File: src/rtl/dma_irq_pkg.sv
package dma_irq_pkg;

    localparam int CTRL_W   = 32;
    localparam int FIELD_W  = 8;
    localparam int LOW_W    = 16;
    localparam int NSRC     = 3;
    localparam int RUN_BIT  = 0;
    localparam int EN_LSB   = 12;

    typedef enum int {
        SRC_IOC = 0,
        SRC_DLY = 1,
        SRC_ERR = 2
    } irq_src_e;

    typedef struct packed {
        logic [FIELD_W-1:0] delay;
        logic [FIELD_W-1:0] thresh;
        logic [LOW_W-1:0]   low;
    } ctrl_word_t;

    localparam ctrl_word_t CTRL_RESET = '{delay: '0, thresh: 8'd1, low: '0};

    function automatic logic [NSRC-1:0] src_enables(input ctrl_word_t c);
        return c.low[EN_LSB +: NSRC];
    endfunction

    function automatic logic [CTRL_W-1:0] readback(
        input logic [FIELD_W-1:0] tmr,
        input logic [FIELD_W-1:0] cnt,
        input logic [LOW_W-1:0]   low
    );
        return {tmr, cnt, low};
    endfunction

endpackage

File: src/rtl/dma_irq_tick.sv
module dma_irq_tick #(
    parameter int DIV = 4
) (
    input  logic clk,
    input  logic rst,
    output logic tick
);
    generate
        if (DIV <= 1) begin : g_every
            assign tick = 1'b1;
        end else begin : g_div
            localparam int PW = $clog2(DIV);
            localparam logic [PW-1:0] LAST = PW'(DIV - 1);
            logic [PW-1:0] pre_q;

            always_ff @(posedge clk) begin
                if (rst || pre_q == LAST) pre_q <= '0;
                else                      pre_q <= pre_q + 1'b1;
            end

            assign tick = (pre_q == LAST);

            p_tick_spaced_r5: assert property (@(posedge clk) disable iff (rst)
                tick |=> !tick);
        end
    endgenerate
endmodule

File: src/rtl/dma_irq_thresh_cnt.sv
module dma_irq_thresh_cnt
    import dma_irq_pkg::*;
(
    input  logic               clk,
    input  logic               rst,
    input  logic               run_load,
    input  logic [FIELD_W-1:0] run_thr,
    input  logic               done,
    input  logic               expire,
    input  logic [FIELD_W-1:0] thr,
    output logic [FIELD_W-1:0] cnt_q,
    output logic               hit
);
    logic at_one;
    assign at_one = (cnt_q == FIELD_W'(1));
    assign hit    = done && !run_load && at_one;

    always_ff @(posedge clk) begin
        if (rst)           cnt_q <= CTRL_RESET.thresh;
        else if (run_load) cnt_q <= run_thr;
        else if (done)     cnt_q <= at_one ? thr : cnt_q - FIELD_W'(1);
        else if (expire)   cnt_q <= thr;
    end

    p_decrement_r2: assert property (@(posedge clk) disable iff (rst)
        (done && !run_load && cnt_q > FIELD_W'(1)) |=> cnt_q == $past(cnt_q) - FIELD_W'(1));

    p_reload_on_hit_r3: assert property (@(posedge clk) disable iff (rst)
        hit |=> cnt_q == $past(thr));

    p_run_reload_r9: assert property (@(posedge clk) disable iff (rst)
        run_load |=> cnt_q == $past(run_thr));

    p_hold_r9: assert property (@(posedge clk) disable iff (rst)
        (!run_load && !done && !expire) |=> $stable(cnt_q));
endmodule

File: src/rtl/dma_irq_delay.sv
module dma_irq_delay
    import dma_irq_pkg::*;
(
    input  logic               clk,
    input  logic               rst,
    input  logic               done,
    input  logic [FIELD_W-1:0] delay,
    input  logic               tick,
    output logic [FIELD_W-1:0] tmr_q,
    output logic               expire
);
    logic load;
    assign load   = done && (delay != '0);
    assign expire = !load && tick && (tmr_q == FIELD_W'(1));

    always_ff @(posedge clk) begin
        if (rst)                          tmr_q <= '0;
        else if (load)                    tmr_q <= delay;
        else if (tick && tmr_q != '0)     tmr_q <= tmr_q - FIELD_W'(1);
    end

    p_load_r4: assert property (@(posedge clk) disable iff (rst)
        load |=> tmr_q == $past(delay));

    p_count_down_r5: assert property (@(posedge clk) disable iff (rst)
        (!load && tick && tmr_q != '0) |=> tmr_q == $past(tmr_q) - FIELD_W'(1));

    p_stop_at_zero_r5: assert property (@(posedge clk) disable iff (rst)
        (!load && tmr_q == '0) |=> tmr_q == '0);
endmodule

File: src/rtl/dma_irq_status.sv
module dma_irq_status
    import dma_irq_pkg::*;
(
    input  logic            clk,
    input  logic            rst,
    input  logic [NSRC-1:0] set,
    input  logic            clr_we,
    input  logic [NSRC-1:0] clr,
    input  logic [NSRC-1:0] en,
    output logic [NSRC-1:0] stat_q,
    output logic            irq
);
    logic [NSRC-1:0] clr_eff;
    assign clr_eff = clr_we ? clr : '0;

    generate
        for (genvar i = 0; i < NSRC; i++) begin : g_bit
            always_ff @(posedge clk) begin
                if (rst)             stat_q[i] <= 1'b0;
                else if (set[i])     stat_q[i] <= 1'b1;
                else if (clr_eff[i]) stat_q[i] <= 1'b0;
            end
        end
    endgenerate

    assign irq = |(stat_q & en);

    p_set_wins_r8: assert property (@(posedge clk) disable iff (rst)
        (set != '0) |=> (stat_q & $past(set)) == $past(set));

    p_clear_r7: assert property (@(posedge clk) disable iff (rst)
        clr_we |=> (stat_q & $past(clr & ~set)) == '0);

    p_hold_r7: assert property (@(posedge clk) disable iff (rst)
        (!clr_we && set == '0) |=> $stable(stat_q));
endmodule

File: src/rtl/dma_irq_coalescer.sv
module dma_irq_coalescer
    import dma_irq_pkg::*;
#(
    parameter int PRESCALE = 4
) (
    input  logic              clk,
    input  logic              rst,
    input  logic              ctrl_we,
    input  logic [CTRL_W-1:0] ctrl_wdata,
    input  logic              stat_we,
    input  logic [NSRC-1:0]   stat_wclr,
    input  logic              desc_done,
    input  logic              err_evt,
    output logic [CTRL_W-1:0] ctrl_rdata,
    output logic [NSRC-1:0]   irq_stat,
    output logic              irq
);
    ctrl_word_t         ctrl_q;
    ctrl_word_t         ctrl_in;
    logic               run_load;
    logic               tick;
    logic               hit;
    logic               expire;
    logic [FIELD_W-1:0] cnt_q;
    logic [FIELD_W-1:0] tmr_q;
    logic [NSRC-1:0]    set_vec;

    assign ctrl_in  = ctrl_word_t'(ctrl_wdata);
    assign run_load = ctrl_we && ctrl_wdata[RUN_BIT];

    always_ff @(posedge clk) begin
        if (rst)          ctrl_q <= CTRL_RESET;
        else if (ctrl_we) ctrl_q <= ctrl_in;
    end

    dma_irq_tick #(.DIV(PRESCALE)) u_tick (
        .clk  (clk),
        .rst  (rst),
        .tick (tick)
    );

    dma_irq_thresh_cnt u_cnt (
        .clk      (clk),
        .rst      (rst),
        .run_load (run_load),
        .run_thr  (ctrl_in.thresh),
        .done     (desc_done),
        .expire   (expire),
        .thr      (ctrl_q.thresh),
        .cnt_q    (cnt_q),
        .hit      (hit)
    );

    dma_irq_delay u_dly (
        .clk    (clk),
        .rst    (rst),
        .done   (desc_done),
        .delay  (ctrl_q.delay),
        .tick   (tick),
        .tmr_q  (tmr_q),
        .expire (expire)
    );

    always_comb begin
        set_vec          = '0;
        set_vec[SRC_IOC] = hit;
        set_vec[SRC_DLY] = expire;
        set_vec[SRC_ERR] = err_evt;
    end

    dma_irq_status u_stat (
        .clk    (clk),
        .rst    (rst),
        .set    (set_vec),
        .clr_we (stat_we),
        .clr    (stat_wclr),
        .en     (src_enables(ctrl_q)),
        .stat_q (irq_stat),
        .irq    (irq)
    );

    assign ctrl_rdata = readback(tmr_q, cnt_q, ctrl_q.low);

    p_reset_value_r1: assert property (@(posedge clk) disable iff (rst)
        $past(rst) |-> (ctrl_rdata == 32'h0001_0000 && irq_stat == '0));

    p_low_half_r10: assert property (@(posedge clk) disable iff (rst)
        ctrl_we |=> ctrl_rdata[LOW_W-1:0] == $past(ctrl_wdata[LOW_W-1:0]));

    p_err_sets_r11: assert property (@(posedge clk) disable iff (rst)
        err_evt |=> irq_stat[SRC_ERR]);

    p_delay_sets_r5: assert property (@(posedge clk) disable iff (rst)
        expire |=> irq_stat[SRC_DLY]);
endmodule

File: config.mk
export PLATFORM = sky130hd
export DESIGN_NAME = dma_irq_coalescer
export DESIGN_NICKNAME = d
export VERILOG_FILES = /design/src/rtl/dma_irq_pkg.sv /design/src/rtl/dma_irq_tick.sv /design/src/rtl/dma_irq_thresh_cnt.sv /design/src/rtl/dma_irq_delay.sv /design/src/rtl/dma_irq_status.sv /design/src/rtl/dma_irq_coalescer.sv
export SDC_FILE = /design/constraint.sdc
export NUM_CORES = 1
export LEC_CHECK = 0
export ABC_AREA = 1
export ABC_CLOCK_PERIOD_IN_PS = 2500
export BUFFER_PORTS_ARGS = -buffer_cell sky130_fd_sc_hd__buf_2
export CAP_MARGIN = 20
export CORE_UTILIZATION = 45
export CTS_CLUSTER_SIZE = 14
export DETAILED_ROUTE_END_ITERATION = 10
export GPL_ROUTABILITY_DRIVEN = 0
export MAX_ROUTING_LAYER = met4
export PLACE_DENSITY = 0.7
export SETUP_SLACK_MARGIN = 0.02
export SLEW_MARGIN = 30
export SYNTH_ARGS = -nofsm -noshare
export SYNTH_HDL_FRONTEND = slang
export SYNTH_HIERARCHICAL = 1
export SYNTH_SLANG_ARGS = --single-unit
File: constraint.sdc
create_clock -name clk -period 2.5 [get_ports clk]
set_clock_uncertainty 0.2 [all_clocks]
set_input_delay 0.125 -clock clk [delete_from_list [all_inputs] [get_ports clk]]
set_output_delay 0.125 -clock clk [all_outputs]
set_load 0.05 [all_outputs]
==> results.md, run 1 <==
* Die footprint at 6770 um2
* Clock power frac at 0.223
* Worst rel slew slack at 0.448
* First-pass GRT wire length at approximately 11 mm
* H-tree depth at 2
* # diodes at 0
* Unique cell type count in the Yosys netlist at 33
* Mean Syn Cell Area at ~7.1 um2
* Mapped Nets at around 460
* Detailed-route via count at approximately 2800
* Die Y at between 80 and 90 um
* Seq cells post-synth at 53
* Worst-case clock buffer depth at 2
* Most frequent CP cell: dlygate4sd3_1
* Tot GR Track Use at 0.226
* Core footprint at between 6000 and 7000 um2
* Total grt overflow at 0
* Vias in the first global route at 2544
* Largest net degree at the start of global routing at 33
* Maxcap violations at 0
* PostCTS Resize Cnt at 0
* Max VDD drop at about 0.34 mV
* Clock insertion delay at the later pin of the skew report at between 300 and 400 ps
* Net Sw Frac at 0.375
* CP max stage delay at ~550 ps
* Max frequency at slightly below 500 MHz
* Mapped Area at approximately 2900 um2
* DRC Markers at 0
* Sequential fraction of design power at 0.446
* Yosys top cell area share at 0.366
* Worst path bufs/invs at 4
* Yosys top cell by area: dfxtp_1
* Top_reg_cell synth: dfxtp_1
* CTS Sinks at 53
* DRT Pass-1 Iters at 4
* Period utilisation layout at 0.807
* Setup crit end kind: flop
* Initial Utilization at 0.479
* Delay-heaviest family, CP: buffers and inverters
* Final-report hold violation count at 0
* Rows at 28
* Synth warn at 6
* Fin nets at approximately 550
* Hold WS at 129 ps
* Filler cells at approximately 560
* Hold Path Class: in2reg
* Max-slew violation count at 0
* Seq/Total Area, Yosys at 0.366
* Initial drt markers at roughly 110
* Initial antenna violation count at 0
* Net Sw Power at ~0.82 mW
* Leak at between 1.5 and 2 nW
* RSZ-0062 raised after global routing: no
* P_int at ~1.4 mW
* Comb pwr share at 0.331
* Cells along the critical path: dlygate4sd3_1, buf_2, nand2_1, dlygate4sd3_1, nand2_1, a21oi_2, dlygate4sd3_1
* CTS Buf Count at 5
* Layout area overhead at 26.6%
* Crit path launch type: input port
* Final setup viols at 0
* Critical path arrival at slightly above 2000 ps
* Worst-Margin Slew at 826 ps
* Total wire length at 6.98 mm
* FFs w/ async S/R, synth at 0
* Cells after Synth at roughly 410
* Fin Setup TNS at 0 ps
* Port Buffers at 76
* Outcome: complete, no violations
* Dominant cells by area after synthesis: dfxtp_1, nor2_1, nand2_1
* Req. time, crit path at ~2600 ps
* # IOs at 77
* Via/cell ratio at 4.83
* Clk pin slew, worst setup/hold paths at approximately 90 ps
* Clk root buf: clkbuf_8
* EDFF count, synth at 0
* Mean routed wirelength per cell at 12.0 um
* Post-route ant nets at 0
* Max FO, Critical Path at 1
* Critical path class: in2reg
* Die width at 82.3 um
* Cell Pwr Density at 592 nW/um2
* Slowest CP cell: dlygate4sd3_1
* Fin crit period at around 2000 ps
* Detail Placement HPWL at ~4.7 mm
* CTS tree: done
* Layout cell share with drive strength beyond 1 at 0.244
==> per-layer routing <==
metal | share of wire | track usage | routed length [um] | up-vias
li1 | - | - | - | 1468
met1 | 0.47 | 0.291 | 3250 | 1271
met2 | 0.48 | 0.367 | 3330 | 71
met3 | 0.049 | 0.0418 | 345 | 7
met4 | 0.0090 | 0.0526 | 63 | 0
met5 | 0 | - | 0 | -
==> kinds of logic (layout without fill, tap and decap cells) <==
family	count (synthesis)	after routing	synth area share
simple gates	230	230	0.365
buf+inv	61	160	0.119
compound gates	55	55	0.112
flops	53	53	0.366
fa+ha+maj	6	6	0.0259
xor+xnor	4	4	0.0121
==> tightest hold or removal path, delay by kind of cell <==
| kind | cells | cell delay, ps |
|---|---|---|
| and+or+nand+nor | 2 | 210 |
| buffers and inverters | 1 | 200 |
| AOI/OAI and AO/OA | 1 | 50 |
==> synthesized netlist by cell type (2+ instances only) <==
cell type and number:
a21oi_1 12, buf_2 4, buf_4 18, buf_6 5, dfxtp_1 53, ha_1 6, inv_1 30, inv_2 2
nand2_1 79, nand2_4 4, nand3_1 26, nand3_2 4, nand4_1 3, nor2_1 89, nor2_2 16, nor2_4 3
o21ai_0 28, o21ai_1 8, o21ai_4 3, xnor2_1 2, xor2_1 2
==> layout by cell type (no fill, tap or decap), drive strengths merged <==
cell,instances
a21oi,13
and2,1
buf,78
clkbuf,6
clkinv,1
clkinvlp,2
dfxtp,53
dlygate4sd3,41
ha,6
inv,32
nand2,84
nand3,30
nand4,3
nor2,109
nor3,2
nor4,1
o211ai,1
o21ai,40
o21bai,1
xnor2,2
xor2,2
==> repair_timing <==
action / CTS / global route
hold buffers: 41 / 0
setup buffers: 0 / 0
endpoints found under the hold margin: 39 / 0
==> cell type report <==
class | count | area [um2] | share of cell area
inverters | 33 | 129 | 0.0351
well taps | 75 | 93.8 | 0.0256
repair buffers | 119 | 806 | 0.219
clock inverters | 2 | 15.0 | 0.00409
clock buffers | 6 | 72.6 | 0.0198
multi-input cells | 295 | 1490 | 0.407
flip-flops and latches | 53 | 1060 | 0.289
==> flip-flops by register name, indices dropped and copies added, names as in the netlist <==
register	flops
ctrl_rdata	16
u_stat/stat_q	3
u_dly/tmr_q	8
u_tick/g_div.pre_q	2
u_cnt/cnt_q	8
ctrl_q	16
==> worst paths after layout <==
| check | from | to | slack, ps | depth (start not counted) |
|---|---|---|---|---|
| setup / recovery | stat_wclr[0] | u_stat/stat_q[0]$_SDFFE_PP0P_ | 480 | 7 |
| hold / removal | desc_done | u_cnt/cnt_q[3]$_SDFFE_PP0P_ | 130 | 4 |
| setup reg to reg | u_cnt/cnt_q[1]$_SDFFE_PP0P_ | u_stat/stat_q[0]$_SDFFE_PP0P_ | 530 | 7 |
| hold reg to reg | u_tick/g_div.pre_q[0]$_SDFF_PP0_ | u_tick/g_div.pre_q[0]$_SDFF_PP0_ | 230 | 1 |
==> power by group through the flow <==
stage	clock, mW	combinational (mW)	sequential (mW)
floorplan	0	0.459	1.07
global placement	0	0.656	0.987
detailed placement	0	0.664	0.989
CTS	0.504	0.718	0.970
global route	0.539	0.790	0.981
finish	0.485	0.720	0.969
==> through the flow <==
stage	util	total power, mW	std cells	setup WS (ps)	cell area [um2]
after floorplan	-	1.53	409	475	2900
after global placement	0.524	1.64	534	701	3170
after detailed placement	0.524	1.65	534	620	3170
after CTS	0.606	2.19	583	503	3670
after global routing	0.606	2.31	583	387	3670
final	0.606	2.17	583	484	3670
No activity file was read; power rests on OpenSTA's default activity.
==> inputs of run 2 (changes only) <==
ABC_AREA = 0   (was 1)
ABC_CLOCK_PERIOD_IN_PS = 1900   (was 2500)
PLACE_DENSITY = 0.71   (was 0.7)
clock period = 1.9 ns   (was 2.5 ns; I/O delays follow)
==> results.md, run 2 <==
* Outcome: finished, violations left
* Failing checks: negative setup slack
* # IOs at 77 (unchanged)
* CTS Sinks at 53 (unchanged)
* Tot GR Track Use at 0.219 (-0.00763)
* Die Y at 79.9 um (-2.9%)
* Hold WS at 33.7 ps (-94.8 ps)
* Yosys top cell by area: dfxtp_1
* Post-route ant nets at 0 (unchanged)
* Detail Placement HPWL at 4.52 mm (-3.3%)
* Cell Pwr Density at 742 nW/um2 (+25%)
* DRT Pass-1 Iters at 4 (unchanged)
* Slowest CP cell: or4_4
* Top_reg_cell synth: dfxtp_1
* Port Buffers at 76 (unchanged)
* Critical path arrival at 2220 ps (+150 ps)
* Mean routed wirelength per cell at 13.8 um (+15%)
* Fin crit period at roughly 2200 ps
* Die footprint at 6380 um2 (-5.7%)
* Critical R2R Capture: u_cnt/cnt_q[7]$_SDFFE_PP0P_
* Mean Syn Cell Area at 9.35 um2 (+32%)
* FFs w/ async S/R, synth at 0 (unchanged)
* Worst slack, placed at -318 ps (-939 ps)
* Worst-Margin Slew at 571 ps (-255 ps)
* Layout cell share with drive strength beyond 1 at 0.371 (+0.127)
* CTS tree: done
* Via/cell ratio at 5.15 (+6.5%)
* Yosys top cell area share at 0.389 (+0.0228)
* Final-report hold violation count at 0 (unchanged)
* H-tree depth at 2 (unchanged)
* Worst rel slew slack at 0.619 (+0.171)
* DRC Markers at 0 (unchanged)
* CTS Buf Count at 5 (unchanged)
* Die width at 79.9 um (-2.9%)
* Clock insertion delay at the later pin of the skew report at 300 ps (about the same)
* Maxcap violations at 0 (unchanged)
* Dominant cells by area after synthesis: dfxtp_1, mux2i_1, nor2_1
* Layout area overhead at 40.9%
* Unique cell type count in the Yosys netlist at 58 (+76%)
* Period utilisation layout at 1.16
* Max-slew violation count at 0 (unchanged)
* Commonest non-fill, non-tap cell in the layout: buf_2
* Mapped Nets at 339 (-26%)
* Most frequent cells in the layout: buf_2, nor2_1, dfxtp_1, dlygate4sd3_1, buf_4
* Max frequency at around 460 MHz
* Clk root buf: clkbuf_8
* Core footprint at 5890 um2 (-2.9%)
* First-pass GRT wire length at 10.7 mm (-6.2%)
* Post-synth top cells: dfxtp_1, nor2_1, mux2i_1, buf_4, nand2_1
* Fin nets at 474 (-14%)
* Critical path class: reg2reg
* Crit path capture: u_cnt/cnt_q[7]$_SDFFE_PP0P_
* Max FO, Critical Path at 2 (+1)
* Rows at 28 (unchanged)
* Mapped Area at 2730 um2 (-5.9%)
* CP max stage delay at 540 ps (about the same)
* Seq/Total Area, Yosys at 0.389 (+0.0228)
* Req. time, crit path at 1920 ps (-640 ps)
* Crit path launch type: flop
* Total wire length at 6.92 mm (-0.93%)
* Final instance area at 3850 um2 (+4.8%)
* Initial antenna violation count at 0 (unchanged)
* R2R depth at 7 (unchanged)
* Leak at 1.81 nW (+1.7%)
* Total grt overflow at 0 (unchanged)
* Worst-case clock buffer depth at 2 (unchanged)
* # diodes at 0 (unchanged)
* Initial drt markers at 132 (+16%)
* Most common cell in the netlist: dfxtp_1
* Cells after Synth at 292 (-29%)
* Initial Utilization at 0.464 (-0.0147)
* R2R Setup Slk at -300 ps (-830 ps)
* DP Area at 3270 um2 (+3.2%)
* RSZ-0062 raised after global routing: yes
* EDFF count, synth at 0 (unchanged)
* Cells along the critical path: or4_4, o21ai_4, nor4b_4, buf_4, o211ai_1, o32a_1, o31ai_1
* Worst reg2reg path startpoint: ctrl_q[27]$_SDFFE_PP0P_
* Final setup viols at 10 (+10)
* Clk pin slew, worst setup/hold paths at 100 ps (about the same)
* Final worst slack at -298 ps (-781 ps)
* Seq cells post-synth at 53 (unchanged)
* Hold Path Class: in2reg
* Detailed-route via count at 2589 (-8.1%)
* Setup crit end kind: flop
* Largest net degree at the start of global routing at 34 (+3.0%)
* Max VDD drop at 0.416 mV (+21%)
* Synth warn at 6 (unchanged)
* Crit path launch: ctrl_q[27]$_SDFFE_PP0P_
* Vias in the first global route at 2377 (-6.6%)
==> run 2: cell types whose count changed after synthesis, sizes merged, moves of 7 or more <==
cell	delta
nand2	-71
o21ai	-33
nor2	-57
inv	-19
nor3	+7
nand3	-25
mux2i	+33
==> run 2: metal layers <==
| layer | GRT usage | part of all wire |
|---|---|---|
| met4 | 0.0679 | 0.0095 |
| met1 | 0.269 | 0.45 |
| met2 | 0.368 | 0.50 |
| met5 | - | 0 |
| met3 | 0.0320 | 0.043 |
==> run 2: cell type report <==
| cell class | count | area (um2) |
|---|---|---|
| clock buffers | 6 | 72.6 |
| clock inverters | 2 | 15.0 |
| well taps | 75 | 93.8 |
| inverters | 13 | 48.8 |
| flip-flops and latches | 53 | 1070 |
| fillers | 514 | 2040 |
| multi-input cells | 197 | 1450 |
| repair buffers | 157 | 1090 |
==> run 2: logic make-up after synthesis <==
group | Yosys count | share of synthesized area
flops | 53 | 0.389
compound gates | 52 | 0.152
mux | 33 | 0.121
xor+xnor | 5 | 0.0160
simple gates | 101 | 0.185
buf+inv | 42 | 0.110
fa+ha+maj | 6 | 0.0275
==> run 2: worst min-delay path by stage <==
stage / start / slack [ps] / end / depth (start not counted)
floorplan: rst / -30 / u_tick/g_div.pre_q[1]$_SDFF_PP0_ / 1
global placement: stat_wclr[0] / 90 / u_stat/stat_q[0]$_SDFFE_PP0P_ / 2
detailed placement: stat_wclr[0] / 100 / u_stat/stat_q[0]$_SDFFE_PP0P_ / 2
CTS: desc_done / 10 / u_dly/tmr_q[1]$_SDFFE_PP0P_ / 3
global route: desc_done / 70 / u_dly/tmr_q[1]$_SDFFE_PP0P_ / 3
finish: desc_done / 30 / u_dly/tmr_q[1]$_SDFFE_PP0P_ / 3
==> run 2: critical path: cells and delay by family, from the launching register on <==
family | cells | cell delay [ps]
simple gates | 2 | 770
compound gates | 4 | 670
flops | 1 | 330
buf+inv | 1 | 160
==> run 2: report_power, final <==
part           internal, mW  switching [mW]
clock network         0.261           0.377
registers              1.20          0.0507
logic                 0.404           0.568
total                  1.86           0.996
==> run 2: stage by stage <==
stage,utilization,instances,setup TNS [ps],total power [mW]
3_3_place_gp,0.556,452,-1610,2.13
2_1_floorplan,-,292,-2230,1.90
4_1_cts,0.648,503,-2170,2.86
5_1_grt,0.654,503,-3280,2.99
3_5_place_dp,0.556,452,-2180,2.14
6_report,0.654,503,-2300,2.85
==> run 2: what timing repair did <==
item | CTS | global route
buffers inserted | 2 | 0
pin swaps | 5 | 6
endpoints found under the setup margin | 9 | 14
hold buffers | 41 | 0
resized for setup | 9 | 9
endpoints found under the hold margin | 42 | 0
==> inputs of run 3 (changes only) <==
CORE_ASPECT_RATIO = 0.75   (was default)
CORE_MARGIN = 2   (was default)
SYNTH_HIERARCHICAL = default   (was 1)
==> results.md, run 3 <==
* Mean Syn Cell Area at 9.08 um2 (-2.9%)
* Cells along the critical path: or4_4, o21ai_4, nand2_2, a21o_1, a311oi_2
* FFs w/ async S/R, synth at 0 (unchanged)
* Cell Pwr Density at 748 nW/um2 (+0.74%)
* First-pass GRT wire length at 11.3 mm (+5.6%)
* Leak at 1.77 nW (-2.7%)
* Clock power frac at 0.232 (+0.009)
* Delay-heaviest family, CP: compound AO/OA/AOI/OAI gates
* RSZ-0062 raised after global routing: yes
* Core Util, Final at 0.695 (+0.0410)
* Fin nets at 465 (-1.9%)
* Final setup viols at 9 (-1)
* Worst rel slew slack at 0.596 (-0.0236)
* Detail Placement HPWL at 4.69 mm (+3.9%)
* Detailed-route via count at 2515 (-2.9%)
* Mapped Nets at 334 (-1.5%)
* Crit path launch type: flop
* Net Sw Frac at 0.332 (-0.0163)
* Seq/Total Area, Yosys at 0.407 (+0.0185)
* Total grt overflow at 0 (unchanged)
* # diodes at 0 (unchanged)
* Via/cell ratio at 5.09 (-1.1%)
* Post-synth top cells: dfxtp_1, nor2_1, mux2i_1, buf_4, nand2_1
* Port Buffers at 76 (unchanged)
* R2R Setup Slk at -110 ps (+190 ps)
* Total wire length at 7.12 mm (+2.9%)
* Critical path class: reg2reg
* Cells after Synth at 287 (-1.7%)
* CTS Buf Count at 5 (unchanged)
* Synth warn at 0 (-6)
* Yosys top cell by area: dfxtp_1
* Maxcap violations at 0 (unchanged)
* Initial Utilization at 0.477 (+0.0128)
* Max VDD drop at 0.543 mV (+31%)
* Sequential fraction of design power at 0.441 (+0.005)
* Tot GR Track Use at 0.225 (+0.00602)
* P_int at 1.90 mW (+1.9%)
* Hold-critical path depth at 2 (-1)
* Core footprint at 5470 um2 (-7.1%)
* Req. time, crit path at 1910 ps (about the same)
* Overall Power at 2.84 mW (-0.54%)
* Fin crit period at 2010 ps (-187 ps)
* Worst-Margin Slew at 606 ps (+35.4 ps)
* Most common cell in the netlist: dfxtp_1
* Period utilisation layout at 1.06 (-0.0984)
* Largest net degree at the start of global routing at 31 (-8.8%)
* Seq cells post-synth at 53 (unchanged)
* Worst-case hold path end point: ctrl_q[16]$_SDFFE_PP1P_
* Failing checks: negative setup slack
* Yosys top cell area share at 0.407 (+0.0185)
* EDFF count, synth at 0 (unchanged)
* Unique cell type count in the Yosys netlist at 54 (-6.9%)
* # IOs at 77 (unchanged)
* Rows at 23 (-18%)
* Layout area overhead at 45.8%
* Clk pin slew, worst setup/hold paths at 90 ps (about the same)
* Hold Startpoint: ctrl_we
* Vias in the first global route at 2459 (+3.4%)
* Initial antenna violation count at 0 (unchanged)
* Mean routed wirelength per cell at 14.4 um (+4.8%)
* Mapped Area at 2610 um2 (-4.5%)
* Die footprint at 6420 um2 (+0.63%)
* Final worst slack at -110 ps (+187 ps)
* Top_reg_cell synth: dfxtp_1
* Worst reg2reg path startpoint: u_cnt.cnt_q[3]$_SDFFE_PP0P_
* Hold Path Class: in2reg
* CP max stage delay at 570 ps (+30 ps)
* Max-slew violation count at 0 (unchanged)
* Post-route ant nets at 0 (unchanged)
* Clk root buf: clkbuf_8
* Worst-case clock buffer depth at 2 (unchanged)
* Initial drt markers at 197 (+49%)
* Setup crit end kind: flop
* Worst path bufs/invs at 0 (-1)
* Slowest CP cell: or4_4
* Clock insertion delay at the later pin of the skew report at 300 ps (about the same)
* CTS tree: done
* Most frequent cells in the layout: buf_2, nor2_1, dfxtp_1, dlygate4sd3_1, buf_4
* CTS Sinks at 53 (unchanged)
* Max FO, Critical Path at 7 (+5)
* Die Y at 69.9 um (-12%)
* DRT Pass-1 Iters at 4 (unchanged)
* Final-report hold violation count at 0 (unchanged)
* Critical path arrival at 2020 ps (-200 ps)
* H-tree depth at 2 (unchanged)
* Critical R2R Capture: u_cnt.cnt_q[1]$_SDFFE_PP0P_
* Dominant cells by area after synthesis: dfxtp_1, mux2i_1, nor2_1
* Commonest non-fill, non-tap cell in the layout: buf_2
* R2R depth at 5 (-2)
* Comb pwr share at 0.328 (-0.012)
* Max frequency at 497 MHz (+9.3%)
* Layout cell share with drive strength beyond 1 at 0.394 (+0.0223)
* Outcome: finished, violations left
* DRC Markers at 0 (unchanged)
* Die width at 91.9 um (+15%)
* Net Sw Power at 0.944 mW (-5.2%)
[run 3: what timing repair did]
action	in CTS	in global routing
gates resized for setup	10	7
buffers inserted	2	0
hold endpoints to repair	43	0
pin swaps	3	3
hold buffers	39	0
cloned	0	0
setup endpoints to repair	10	11
[run 3: worst max-delay path by stage]
stage,startpoint,end,depth (start not counted)
floorplan,u_dly.tmr_q[0]$_SDFFE_PP0P_,u_dly.tmr_q[3]$_SDFFE_PP0P_,7
global placement,u_cnt.cnt_q[3]$_SDFFE_PP0P_,u_cnt.cnt_q[4]$_SDFFE_PP0P_,6
detailed placement,u_cnt.cnt_q[3]$_SDFFE_PP0P_,u_cnt.cnt_q[1]$_SDFFE_PP0P_,5
CTS,u_cnt.cnt_q[3]$_SDFFE_PP0P_,u_cnt.cnt_q[1]$_SDFFE_PP0P_,5
global route,u_cnt.cnt_q[1]$_SDFFE_PP0P_,u_cnt.cnt_q[1]$_SDFFE_PP0P_,7
finish,u_cnt.cnt_q[3]$_SDFFE_PP0P_,u_cnt.cnt_q[1]$_SDFFE_PP0P_,5
[run 3: power by group through the flow]
stage / clock, mW / sequential (mW) / combinational (mW)
floorplan: 0 / 1.40 / 0.436
global placement: 0 / 1.27 / 0.800
detailed placement: 0 / 1.27 / 0.813
CTS: 0.679 / 1.25 / 0.903
global route: 0.717 / 1.26 / 1.00
finish: 0.658 / 1.25 / 0.930
[run 3: final cells by class]
cell class | count | area [um2]
multi-input combinational | 194 | 1400
fill | 442 | 1670
tap | 75 | 93.8
sequential | 53 | 1090
inverter | 10 | 40.0
timing repair buffer | 154 | 1080
clock inverter | 1 | 6.26
clock buffer | 7 | 86.3
[run 3: stage by stage]
step	setup TNS, ps	area [um2]	hold slack (ps)	instances	setup WS [ps]
finish	-536	3800	15.8	494	-110
global route	-1040	3800	46.8	494	-175
CTS	-385	3770	10.9	494	-78.4
detailed placement	-899	3230	122	445	-142
global placement	-482	3230	114	445	-78.5
floorplan	-443	2660	12.4	287	-204
[run 3: kinds of logic after synthesis]
logic type / count (synthesis) / synth area share
and+or+nand+nor: 96 / 0.180
muxes: 31 / 0.119
DFF: 53 / 0.407
AOI/OAI and AO/OA: 51 / 0.146
adders and majority gates: 6 / 0.0288
xor gates and xnor gates: 10 / 0.0336
buffers and inverters: 40 / 0.0850
[run 3: per-layer routing]
layer / global-route usage / wire length (um)
met1: 0.275 / 3210
met2: 0.374 / 3490
met3: 0.0399 / 277
met4: 0.0813 / 138
met5: - / 0
[run 3: worst register-to-register path, delay by kind of cell, from the launching register on]
family	cells	cell delay, ps
AOI/OAI and AO/OA	3	720
DFF	1	350
and+or+nand+nor	2	650
